`config.mk`:
```
export PLATFORM = sky130hd
export DESIGN_NAME = dual_limit_timer
export DESIGN_NICKNAME = d
export VERILOG_FILES = /design/src/rtl/dlt_pkg.sv /design/src/rtl/dlt_slot_gen.sv /design/src/rtl/dlt_evt_sync.sv /design/src/rtl/dlt_count_core.sv /design/src/rtl/dual_limit_timer.sv
export SDC_FILE = /design/constraint.sdc
export NUM_CORES = 1
export LEC_CHECK = 0
export CORE_MARGIN = 3
export CORE_UTILIZATION = 57
export DETAILED_ROUTE_END_ITERATION = 6
export GPL_TIMING_DRIVEN = 0
export PLACE_DENSITY = 0.8
export SYNTH_ARGS = -nofsm -noshare
export SYNTH_HDL_FRONTEND = slang
export SYNTH_SLANG_ARGS = --single-unit
```
`constraint.sdc`:
```
create_clock -name clk_i -period 3.9 [get_ports clk_i]
set_input_delay 0.78 -clock clk_i [delete_from_list [all_inputs] [get_ports clk_i]]
set_output_delay 0.78 -clock clk_i [all_outputs]
set_load 0.02 [all_outputs]
```
`src/rtl/dlt_pkg.sv`:
```
package dlt_pkg;

    typedef enum logic [1:0] {
        SEL_COUNT = 2'd0,
        SEL_LIM_A = 2'd1,
        SEL_LIM_B = 2'd2,
        SEL_CTRL  = 2'd3
    } reg_sel_e;

    // bit 2 external source, bit 1 alternating mode, bit 0 run
    typedef struct packed {
        logic ext_src;
        logic alt_mode;
        logic run;
    } ctrl_t;

    localparam int unsigned CTRL_W = $bits(ctrl_t);

endpackage

```
`src/rtl/dlt_slot_gen.sv`:
```
module dlt_slot_gen #(
    parameter int unsigned SLOT_N = 4
) (
    input  logic clk_i,
    input  logic rst_ni,
    output logic slot_o
);
    localparam int unsigned PH_W = (SLOT_N > 1) ? $clog2(SLOT_N) : 1;
    localparam logic [PH_W-1:0] PH_LAST = PH_W'(SLOT_N - 1);

    logic [PH_W-1:0] ph_d, ph_q;

    always_comb begin
        ph_d = (ph_q == PH_LAST) ? '0 : ph_q + 1'b1;
    end

    always_ff @(posedge clk_i) begin
        if (!rst_ni) ph_q <= '0;
        else         ph_q <= ph_d;
    end

    assign slot_o = (ph_q == PH_LAST);
endmodule

```
`src/rtl/dlt_evt_sync.sv`:
```
module dlt_evt_sync #(
    parameter int unsigned SYNC_N = 2
) (
    input  logic clk_i,
    input  logic rst_ni,
    input  logic evt_i,
    input  logic slot_i,
    output logic evt_o
);
    typedef struct packed {
        logic [SYNC_N-1:0] sync;
        logic              last;
        logic              pend;
    } evt_state_t;

    evt_state_t s_d, s_q;
    logic       rise;

    assign rise = s_q.sync[SYNC_N-1] & ~s_q.last;

    always_comb begin
        s_d      = s_q;
        s_d.sync = {s_q.sync[SYNC_N-2:0], evt_i};
        s_d.last = s_q.sync[SYNC_N-1];
        // a held edge is consumed by the next slot, counted or not
        s_d.pend = slot_i ? 1'b0 : (s_q.pend | rise);
    end

    always_ff @(posedge clk_i) begin
        if (!rst_ni) s_q <= '0;
        else         s_q <= s_d;
    end

    assign evt_o = rise | s_q.pend;
endmodule

```
`src/rtl/dlt_count_core.sv`:
```
module dlt_count_core #(
    parameter int unsigned CNT_W = 16
) (
    input  logic [CNT_W-1:0] cnt_i,
    input  logic [CNT_W-1:0] lim_a_i,
    input  logic [CNT_W-1:0] lim_b_i,
    input  logic             sel_b_i,
    output logic [CNT_W-1:0] cnt_o,
    output logic             term_o
);
    logic [CNT_W-1:0] lim;
    logic [CNT_W:0]   lim_x;
    logic [CNT_W:0]   inc;

    always_comb begin
        lim    = sel_b_i ? lim_b_i : lim_a_i;
        lim_x  = (lim == '0) ? {1'b1, {CNT_W{1'b0}}} : {1'b0, lim};
        inc    = {1'b0, cnt_i} + 1'b1;
        term_o = (inc >= lim_x);
        cnt_o  = term_o ? '0 : inc[CNT_W-1:0];
    end
endmodule

```
`src/rtl/dual_limit_timer.sv`:
```
module dual_limit_timer #(
    parameter int unsigned CNT_W  = 16,
    parameter int unsigned SLOT_N = 4,
    parameter int unsigned SYNC_N = 2
) (
    input  logic             clk_i,
    input  logic             rst_ni,
    input  logic [1:0]       addr_i,
    input  logic             wr_en_i,
    input  logic [CNT_W-1:0] wdata_i,
    output logic [CNT_W-1:0] rdata_o,
    input  logic             ext_evt_i,
    output logic             tmr_out_o
);
    import dlt_pkg::*;

    typedef struct packed {
        logic [CNT_W-1:0] cnt;
        logic [CNT_W-1:0] lim_a;
        logic [CNT_W-1:0] lim_b;
        ctrl_t            ctrl;
        logic             sel_b;
        logic             pulse;
    } tmr_state_t;

    tmr_state_t       s_d, s_q;
    logic             slot;
    logic             evt;
    logic             tick;
    logic [CNT_W-1:0] cnt_nxt;
    logic             term;
    reg_sel_e         sel;

    assign sel = reg_sel_e'(addr_i);

    dlt_slot_gen #(.SLOT_N(SLOT_N)) u_slot (
        .clk_i (clk_i),
        .rst_ni(rst_ni),
        .slot_o(slot)
    );

    dlt_evt_sync #(.SYNC_N(SYNC_N)) u_sync (
        .clk_i (clk_i),
        .rst_ni(rst_ni),
        .evt_i (ext_evt_i),
        .slot_i(slot),
        .evt_o (evt)
    );

    dlt_count_core #(.CNT_W(CNT_W)) u_core (
        .cnt_i  (s_q.cnt),
        .lim_a_i(s_q.lim_a),
        .lim_b_i(s_q.lim_b),
        .sel_b_i(s_q.sel_b),
        .cnt_o  (cnt_nxt),
        .term_o (term)
    );

    assign tick = s_q.ctrl.run & slot & (s_q.ctrl.ext_src ? evt : 1'b1);

    always_comb begin
        s_d       = s_q;
        s_d.pulse = 1'b0;
        if (tick) begin
            s_d.cnt   = cnt_nxt;
            s_d.pulse = term;
            if (term && s_q.ctrl.alt_mode) s_d.sel_b = ~s_q.sel_b;
        end
        if (!s_q.ctrl.alt_mode) s_d.sel_b = 1'b0;
        if (wr_en_i) begin
            unique case (sel)
                SEL_COUNT: s_d.cnt   = wdata_i;
                SEL_LIM_A: s_d.lim_a = wdata_i;
                SEL_LIM_B: s_d.lim_b = wdata_i;
                SEL_CTRL:  s_d.ctrl  = ctrl_t'(wdata_i[CTRL_W-1:0]);
                default:   ;
            endcase
        end
    end

    always_ff @(posedge clk_i) begin
        if (!rst_ni) s_q <= '0;
        else         s_q <= s_d;
    end

    always_comb begin
        unique case (sel)
            SEL_COUNT: rdata_o = s_q.cnt;
            SEL_LIM_A: rdata_o = s_q.lim_a;
            SEL_LIM_B: rdata_o = s_q.lim_b;
            SEL_CTRL:  rdata_o = CNT_W'(s_q.ctrl);
            default:   rdata_o = '0;
        endcase
    end

    assign tmr_out_o = s_q.ctrl.alt_mode ? ~s_q.sel_b : ~s_q.pulse;

    // state views for the bound checker
    logic [CNT_W-1:0] cnt_w, lim_a_w, lim_b_w;
    logic             alt_w, run_w, ext_w, sel_b_w;
    assign cnt_w   = s_q.cnt;
    assign lim_a_w = s_q.lim_a;
    assign lim_b_w = s_q.lim_b;
    assign alt_w   = s_q.ctrl.alt_mode;
    assign run_w   = s_q.ctrl.run;
    assign ext_w   = s_q.ctrl.ext_src;
    assign sel_b_w = s_q.sel_b;
endmodule

```
==> reports/qor.csv <==
metric,value,unit
# rows,28,
Clock transition at path regs,0.07,ns
Die X-Extent,85.55,um
I/O pin count,39,
cells after synthesis,443,
Synth cell types,44,
Max Freq,263.6,MHz
status,"finished, final reports clean",
CTS tree,yes,
Antenna Cells,0,
share of layout cells above drive strength 1,0.07879,
placed wire-length estimate,7860,um
core area,0.006026,mm2
GRT Resource Usage Total,0.3080,
critical path cell sequence,clkdlybuf4s50_1 > buf_2 > buf_2 > mux2i_1 > o21ai_0 > clkdlybuf4s50_1,
Initial Utilization,0.5986,
die area,0.007319,mm2
Synth Register Bits,59,
initial antenna violation count,0,
I/O Buffers,37,
final hold viol count,0,
Sum Neg Setup Slack,0,ns
Setup-failing EPs final,0,
clock latency on the worst-skew pair,0.35,ns
H-tree levels,3,
"Gates resized, CTS repair",0,
TritonRoute pass-1 iters,5,
static leakage power,1.552,nW
Period minus WS final,3.793,ns
crit path buf inv count,4,
first-pass GRT wire length,17520,um
Post-layout nets,532,
CTS root buf,clkbuf_8,
antenna-violating nets left,0,
critical path class,in2out,
Crit. End Element,output port,
Post-Syn Nets,484,
"Data arrival, critical path",3.01,ns
Avg WL per Cell,19.23,um
Die Span Y,85.55,um
drt via density,6.333,
TritonCTS Buffers,9,
GPL Wtd Cong,0.9275,
WL final,10960,um
Max IR drop VDD,0.2659,mV
Slew HR,0.5864,
Remaining DRCs,0,
clk sinks,59,
clk_skew,0.009361,ns
Synth Flop Type,dfxtp_1,
Worst Path Required,3.12,ns
"Async S/R FF share, synth",0,
mapped cell area,0.003607,mm2
PD cells,354.2,mW/mm2
"Max FO, Critical Path",10,
"EDFF count, synth",0,
area grow syn2layout,17.52,%
cts hold-fix bufs,0,
Ys Warns,0,
Top delay family on crit path,buffers and inverters,
RSZ-0062 raised after global routing,no,
largest net degree at the start of global routing,11,
startpoint types,input pin,
period utilisation layout,0.9725,
worst hold-check path type,reg2reg,
vias after detailed routing,3610,
maximum buffer depth of the clock tree,2,
register area share after synthesis,0.3274,
setup repair bufs after CTS,0,
Final Max Tran Viols,0,
critical path's largest stage delay,0.66,ns
syn avg cell area,8.143,um2
Final Util,0.7035,
remaining global-route overflow,0,
maxcap violations,0,
actual slew at the worst max-slew pin,0.6177,ns
number of global-route vias before repair,3531,
Starting DRT DRC Count,485,
"Slowest-stage cell, CP",clkdlybuf4s50_1,
worst reg2reg max path, stage by stage, from the launching register on:
cell and delay, ns:
dfxtp_1 0.30, buf_2 0.33, buf_6 0.23, mux2i_1 0.46, nand4_1 0.18, or4_1 0.43, ha_1 0.30, and4_4 0.21
nand2_1 0.08, o22ai_1 0.12, a211oi_4 0.47, buf_6 0.23, nand4_1 0.14, a21oi_1 0.16
worst paths after layout:
kind | start | endpoint | slack [ns] | cells past startpoint
worst max-delay path | addr_i[0] | rdata_o[7] | 0.11 | 6
worst min-delay path | u_slot.ph_q[0] | u_slot.ph_q[0] | 0.42 | 1
worst max register to register | sel_b_w | cnt_w[10] | 0.19 | 13
worst min register to register | u_slot.ph_q[0] | u_slot.ph_q[0] | 0.42 | 1
stage by stage:
stage | hold slack (ns) | worst slack, ns | instance area (um2) | cells | power (mW)
global placement | 0.4094 | 0.1646 | 4071 | 555 | 0.9897
detailed placement | 0.4183 | 0.1266 | 4071 | 555 | 1.001
floorplan | 0.3992 | 0.8591 | 3607 | 443 | 0.8892
CTS | 0.4280 | 0.1330 | 4239 | 570 | 1.486
global route | 0.4637 | 0.003756 | 4239 | 570 | 1.558
finish | 0.4216 | 0.1071 | 4239 | 570 | 1.501
cells in the mapped netlist (5+ instances only):
master,count,area share
xnor2_1,9,0.022
o211ai_1,6,0.012
mux2i_1,34,0.094
clkbuf_1,17,0.018
and2_1,8,0.014
buf_2,10,0.014
dfxtp_1,59,0.33
a21boi_0,31,0.065
nor2_1,8,0.0083
a21oi_1,40,0.055
xor2_1,5,0.012
nand3_1,10,0.014
o21ai_0,29,0.040
ha_1,19,0.066
inv_1,6,0.0062
nand2_1,89,0.093
nand4_1,17,0.029
nor2b_1,7,0.012
registers in the layout, indices dropped and copies added (netlist names):
register	flops
cnt_w	16
lim_a_w	16
lim_b_w	16
u_slot.ph_q	2
u_sync.s_d	2
u_sync.s_q	2
alt_w	1
ext_w	1
run_w	1
s_q	1
sel_b_w	1
report_power, final:
part | leakage (nW) | switching (mW) | internal (mW)
clock | 0.0839 | 0.262 | 0.240
sequential | 0.481 | 0.0273 | 0.634
combinational | 0.987 | 0.192 | 0.145
total | 1.55 | 0.482 | 1.02
area by class of cell:
type | count | area (um2)
clock inverters | 5 | 30.03
inverters | 6 | 22.52
multi-input cells | 347 | 2256
fillers | 494 | 1787
repair buffers | 37 | 370.4
flip-flops and latches | 59 | 1181
plain buffers | 31 | 147.6
clock buffers | 10 | 137.6
well taps | 75 | 93.84
layout by cell type (no fill, tap or decap), drive strengths merged, types with 2 or more instances in the layout:
master | synthesis | routed
clkbuf | 17 | 27
buf | 14 | 14
nand4 | 17 | 17
o21ai | 31 | 31
nor3 | 4 | 4
nor2 | 10 | 10
nand3 | 10 | 10
xnor2 | 9 | 9
inv | 6 | 6
o211ai | 6 | 6
and4 | 5 | 5
a21oi | 42 | 42
nor2b | 7 | 7
clkinv | 0 | 3
a21boi | 32 | 32
nor3b | 2 | 2
dfxtp | 59 | 59
mux4 | 3 | 3
nand2 | 89 | 89
ha | 19 | 19
clkdlybuf4s50 | 0 | 37
mux2i | 34 | 34
clkinvlp | 0 | 2
a21o | 2 | 2
and2 | 8 | 8
xor2 | 5 | 5
cell families after synthesis:
| family | count (synthesis) | synth area share |
|---|---|---|
| flip-flops | 59 | 0.3274 |
| AND/OR/NAND/NOR | 160 | 0.2133 |
| multiplexers | 37 | 0.1131 |
| AO/OA/AOI/OAI | 117 | 0.1991 |
| XOR/XNOR | 14 | 0.03399 |
| adder cells (fa/ha/maj) | 19 | 0.06590 |
| buffers and inverters | 37 | 0.04717 |
routing by layer:
metal	part of all wire	vias up	global-route usage	wire, um
li1	-	1670	-	-
met1	0.43	1691	0.4111	4682
met3	0.088	42	0.04803	970
met5	0	-	0	0
met4	0.034	0	0.1396	373
met2	0.45	207	0.4922	4936
(Power assumes the default switching activity.)
